--- src/rtl/ddr_bseq_pkg.sv ---
// Package: shared constants and types for the burst column sequencer.
// Assumes burst length codes are log2 of the beat count.
package ddr_bseq_pkg;
    localparam int CODE_W = 3;

    typedef enum logic {
        ORDER_SEQ = 1'b0,
        ORDER_XOR = 1'b1
    } order_e;
endpackage

--- src/rtl/ddr_bseq_decode.sv ---
// Module: decodes the burst length code into a low-offset mask.
// Assumes a code c is legal for 1 <= c <= OFF_W and then means 2**c beats.
module ddr_bseq_decode
    import ddr_bseq_pkg::*;
#(
    parameter int OFF_W = 3
) (
    input  logic [CODE_W-1:0] code_i,
    output logic [OFF_W-1:0]  mask_o,
    output logic              ok_o
);
    // Mark codes in range as legal and build the matching mask.
    always_comb begin
        ok_o   = (code_i != '0) && (int'(code_i) <= OFF_W);
        mask_o = '0;
        for (int b = 0; b < OFF_W; b++) begin
            if (b < int'(code_i)) mask_o[b] = 1'b1;
        end
        if (!ok_o) mask_o = '0;
    end
endmodule

--- src/rtl/ddr_bseq_offset.sv ---
// Module: computes the in-block offset for one beat.
// Assumes the caller masks the result to the burst length; modulo
// wrap comes from the fixed OFF_W-bit width.
module ddr_bseq_offset
    import ddr_bseq_pkg::*;
#(
    parameter int OFF_W = 3
) (
    input  logic [OFF_W-1:0] start_i,
    input  logic [OFF_W-1:0] beat_i,
    input  order_e           order_i,
    output logic [OFF_W-1:0] off_o
);
    // Select the wrapping count or the XOR ordering.
    always_comb begin
        if (order_i == ORDER_XOR) off_o = start_i ^ beat_i;
        else                      off_o = start_i + beat_i;
    end
endmodule

--- src/rtl/ddr_bseq_pinmap.sv ---
// Module: places the logical column bits onto device address pin positions.
// Assumes pin A10 is not a column bit; logical bits at and above 10 move up by one.
module ddr_bseq_pinmap #(
    parameter int COL_BITS = 11,
    parameter int PHY_W    = 12
) (
    input  logic [COL_BITS-1:0] col_i,
    output logic [PHY_W-1:0]    pin_o
);
    for (genvar p = 0; p < PHY_W; p++) begin : g_pin
        if (p < 10 || PHY_W == COL_BITS) begin : g_low
            assign pin_o[p] = col_i[p];
        end else if (p == 10) begin : g_gap
            assign pin_o[p] = 1'b0;
        end else begin : g_high
            assign pin_o[p] = col_i[p-1];
        end
    end
endmodule

--- src/rtl/ddr_burst_seq.sv ---
// Module: top of the burst column sequencer. Captures a start column,
// a length and an order, then presents one column address per clock.
// Assumes COL_BITS >= OFF_W and that start is a single-cycle request.
module ddr_burst_seq
    import ddr_bseq_pkg::*;
#(
    parameter int COL_BITS  = 11,
    parameter int MAX_BURST = 8,
    localparam int PHY_W    = (COL_BITS > 10) ? COL_BITS + 1 : COL_BITS
) (
    input  logic                clk,
    input  logic                rst_n,
    input  logic                start_i,
    input  logic [COL_BITS-1:0] col_i,
    input  logic [CODE_W-1:0]   blen_i,
    input  logic                btype_i,
    output logic [PHY_W-1:0]    addr_o,
    output logic                valid_o,
    output logic                last_o,
    output logic                busy_o,
    output logic                err_o
);
    localparam int OFF_W = $clog2(MAX_BURST);

    logic                active_q;
    logic [OFF_W-1:0]    beat_q;
    logic [OFF_W-1:0]    mask_q;
    logic [COL_BITS-1:0] col_q;
    order_e              order_q;
    logic                err_q;

    logic [OFF_W-1:0]    dec_mask;
    logic                dec_ok;
    logic [OFF_W-1:0]    beat_off;
    logic [COL_BITS-1:0] mask_ext;
    logic [COL_BITS-1:0] off_ext;
    logic [COL_BITS-1:0] cur_col;
    logic [PHY_W-1:0]    pin_addr;
    logic                at_end;

    ddr_bseq_decode #(.OFF_W(OFF_W)) u_dec (
        .code_i (blen_i),
        .mask_o (dec_mask),
        .ok_o   (dec_ok)
    );

    ddr_bseq_offset #(.OFF_W(OFF_W)) u_off (
        .start_i (col_q[OFF_W-1:0]),
        .beat_i  (beat_q),
        .order_i (order_q),
        .off_o   (beat_off)
    );

    // Widen the mask and offset to the full column width.
    always_comb begin
        mask_ext = '0;
        off_ext  = '0;
        mask_ext[OFF_W-1:0] = mask_q;
        off_ext[OFF_W-1:0]  = beat_off & mask_q;
        cur_col  = (col_q & ~mask_ext) | off_ext;
        at_end   = active_q && (beat_q == mask_q);
    end

    ddr_bseq_pinmap #(.COL_BITS(COL_BITS), .PHY_W(PHY_W)) u_map (
        .col_i (cur_col),
        .pin_o (pin_addr)
    );

    // Burst state: capture on an idle start, step each beat, stop after the last.
    always_ff @(posedge clk) begin
        if (!rst_n) begin
            active_q <= 1'b0;
            beat_q   <= '0;
            mask_q   <= '0;
            col_q    <= '0;
            order_q  <= ORDER_SEQ;
            err_q    <= 1'b0;
        end else begin
            err_q <= 1'b0;
            if (active_q) begin
                if (at_end) active_q <= 1'b0;
                else        beat_q   <= beat_q + 1'b1;
            end else if (start_i) begin
                if (dec_ok) begin
                    active_q <= 1'b1;
                    beat_q   <= '0;
                    mask_q   <= dec_mask;
                    col_q    <= col_i;
                    order_q  <= order_e'(btype_i);
                end else begin
                    err_q <= 1'b1;
                end
            end
        end
    end

    // Drive the outputs; the address bus is quiet while idle.
    always_comb begin
        addr_o  = active_q ? pin_addr : '0;
        valid_o = active_q;
        busy_o  = active_q;
        last_o  = at_end;
        err_o   = err_q;
    end
endmodule

--- config.mk ---
export PLATFORM = sky130hd
export DESIGN_NAME = ddr_burst_seq
export DESIGN_NICKNAME = d
export VERILOG_FILES = /design/src/rtl/ddr_bseq_pkg.sv /design/src/rtl/ddr_bseq_decode.sv /design/src/rtl/ddr_bseq_offset.sv /design/src/rtl/ddr_bseq_pinmap.sv /design/src/rtl/ddr_burst_seq.sv
export SDC_FILE = /design/constraint.sdc
export NUM_CORES = 1
export LEC_CHECK = 0
export BUFFER_PORTS_ARGS = -buffer_cell sky130_fd_sc_hd__clkbuf_2
export CELL_PAD_IN_SITES_DETAIL_PLACEMENT = 1
export CELL_PAD_IN_SITES_GLOBAL_PLACEMENT = 2
export CORE_MARGIN = 3
export CORE_UTILIZATION = 29
export CTS_CLUSTER_DIAMETER = 150
export CTS_CLUSTER_SIZE = 24
export DETAILED_ROUTE_END_ITERATION = 6
export GPL_ROUTABILITY_DRIVEN = 0
export GPL_TIMING_DRIVEN = 0
export PLACE_DENSITY_LB_ADDON = 0.1
export SLEW_MARGIN = 10
export SYNTH_ARGS = -nofsm -noshare
export SYNTH_HDL_FRONTEND = slang
export SYNTH_SLANG_ARGS = --single-unit
export TNS_END_PERCENT = 10
--- constraint.sdc ---
create_clock -name clk -period 3.7 [get_ports clk]
set_clock_uncertainty 0.15 [all_clocks]
set_input_delay 0.185 -clock clk [delete_from_list [all_inputs] [get_ports clk]]
set_output_delay 0.185 -clock clk [all_outputs]
set_load 0.01 [all_outputs]
==> impl_metrics.yaml <==
synthesis:
  ys_warn_count: 0
  synthCells: 116
  async_reset_ff_share_pct: 0
  netlist.area_leader.share_pct: 41.7
  netlist_top_cells_area: "dfxtp_1 42%, nand2_1 11%, a21oi_1 7.8%"
  synth_edf_count: 0
  ys_ff_latch: 20
  synth_area_um2: 960
  ys.flop_type: "dfxtp_1"
  syn_avg_cell_area_um2: 8.27
  synth_top_area_cell: "dfxtp_1"
  synth_nets: 138
  synth.distinct_cells: 33
  synth.top_cells.by_count: "27 x nand2_1, 20 x dfxtp_1, 15 x a21oi_1, 8 x and2_1, 6 x nor2_1"
  synth.most_common_cell: "nand2_1"
  yosysSeqAreaShare_pct: 41.7
cts:
  cts_resized: 0
  clk_pin_slew_ns: 0.12
  cts_tree: "done"
  clk_latency_ns: 0.31
  root_buffer: "clkbuf_4"
  htreeDepth: 1
  clkSinkCount: 20
  numCtsBuffers: 3
  clock_path_buffers: 2
timing:
  slew_headroom_pct: 59.4
  worst_pin_slew_ns: 0.606
  holdWs_ns: 0.00776
  rsz0062_at_grt: "no"
  tns_ns: 0
  fin_crit_ns: 2.51
  post-route-period-util_pct: 67.8
  hold_viol: 0
  fmax_mhz: 398
  finalSetupViolCount: 0
  maxSlewViolCount: 0
route:
  viasPerCell: 4.60
  firstDrtPassIters: 4
  drt-initial-drc-count: 15
  route.detailed.drc: 0
  wl_per_cell_um: 12.8
  drt_wl_total_um: 2690
  ant_nets: 0
  vias: 967
floorplanning:
  coreArea_mm2: 0.00310
  initial_core_util_pct: 30.9
  die_x_um: 63.5
  die-area_mm2: 0.00404
  die_h_um: 63.5
  num_io_pins: 34
  rows: 20
cells_and_area:
  antennaDiodeCount: 0
  area_growth_pct: 40.8
  drive_above_1_share_pct: 25.3
  fillCellCount: 403
  nNetsFinal: 189
run_status:
  status: "complete, no violations"
power:
  power_density_mw_per_mm2: 317
  vdd_ir_drop_max_uv: 98.2
  p_total_mw: 0.429
  power_leakage_nw: 0.584
global_route:
  grt_pass1_wl_um: 4770
  first_global_vias: 1056
  track_usage_pct: 15.0
  antenna_found_initial: 0
  grt-ovfl-total: 0
  grt_start_max_net_pins: 12
worst_setup_path:
  crit_arrival_ns: 2.18
  startpoint_type: "register"
  slowest_delay_ns: 0.38
  worstPathCellList: "ha_1, fa_1, nor2b_1, xnor2_1, or3_1, a21oi_1, clkbuf_2"
  required_ns: 3.37
  path_max_fanout: 5
  critical_path.endpoint_type: "output port"
  crit_path_top_delay_cell: "dfxtp_1"
  path_class: "register to output port"
placement:
  dp_hpwl_um: 1960
  io_buffers: 32
min_path:
  worstHoldPathType: "input port to register"
run:
  drv_cap: 0
[flip-flops by register name, summed over array words and instances, names as in the netlist]
register  count
beat_q        3
order_q       1
busy_o        1
err_o         1
col_q        11
mask_q        3
[what timing repair did]
action | in CTS | in global routing
hold buffers | 14 | 0
buffers inserted | 0 | 0
endpoints found under the hold margin | 14 | 0
[placed cells by master (no fill, tap or decap), drive strengths merged, types with 2 or more instances in the layout]
cell type    synthesis  layout
a21oi               15      15
and2                 8       8
buf                  3       3
clkbuf               3      39
dfxtp               20      20
dlygate4sd3          0      14
ha                   3       3
inv                  2       2
mux2i                2       2
nand2               27      27
nand3                2       2
nand4                2       2
nor2                 6       6
nor2b                2       2
o21ai                3       3
o31ai                2       2
xor2                 3       3
[worst max-delay path, delay by kind of cell (launching register included)]
kind | cells | cell delay, ns
AO/OA/AOI/OAI | 1 | 0.15
buffers and inverters | 1 | 0.15
adder cells (fa/ha/maj) | 2 | 0.57
AND/OR/NAND/NOR | 2 | 0.47
flip-flops | 1 | 0.38
XOR/XNOR | 1 | 0.14
[cells by family after synthesis]
group	synth area share (%)
AOI/OAI and AO/OA	14.9
xor gates and xnor gates	4.43
adders and majority gates	6.00
buffers and inverters	4.43
DFF	41.7
muxes	2.09
other	0.391
and+or+nand+nor	26.1
[final cells by class]
type / count / area (µm²) / area share (%)
sequential: 20 / 400 / 29.6
buffer: 6 / 31.3 / 2.31
clock buffer: 4 / 36.3 / 2.69
tap: 44 / 55.1 / 4.07
multi-input combinational: 87 / 517 / 38.2
inverter: 3 / 11.3 / 0.833
timing repair buffer: 46 / 300 / 22.2
[power breakdown]
part / switching, mW / internal [mW]
clock: 0.0748 / 0.0602
combinational: 0.0318 / 0.0309
sequential: 0.00686 / 0.224
total: 0.113 / 0.315
[metal layers]
layer	wire (µm)	global-route usage, %	vias to the layer above
li1	-	-	489
met1	1200	16.5	450
met2	1340	28.6	22
met3	111	2.32	6
met4	43	5.66	0
met5	0	0	-
[stage by stage]
step                instance area (µm²)  worst slack, ns  cells  utilization (%)
floorplan                           960             1.70    116                -
global placement                   1170             1.57    192             37.9
detailed placement                 1170             1.53    192             37.9
CTS                                1350             1.17    210             43.5
global route                       1350             1.03    210             43.5
finish                             1350             1.19    210             43.5
[final timing paths]
| check | startpoint | to | slack [ns] | cells after the start |
|---|---|---|---|---|
| worst min-delay path | blen_i[1] | mask_q[2] | 0.008 | 3 |
| worst min register to register | col_q[5] | col_q[5] | 0.31 | 2 |
| worst max-delay path | beat_q[0] | addr_o[2] | 1.19 | 7 |
| worst max register to register | busy_o | beat_q[1] | 1.86 | 5 |
(Power assumes the default switching activity.)
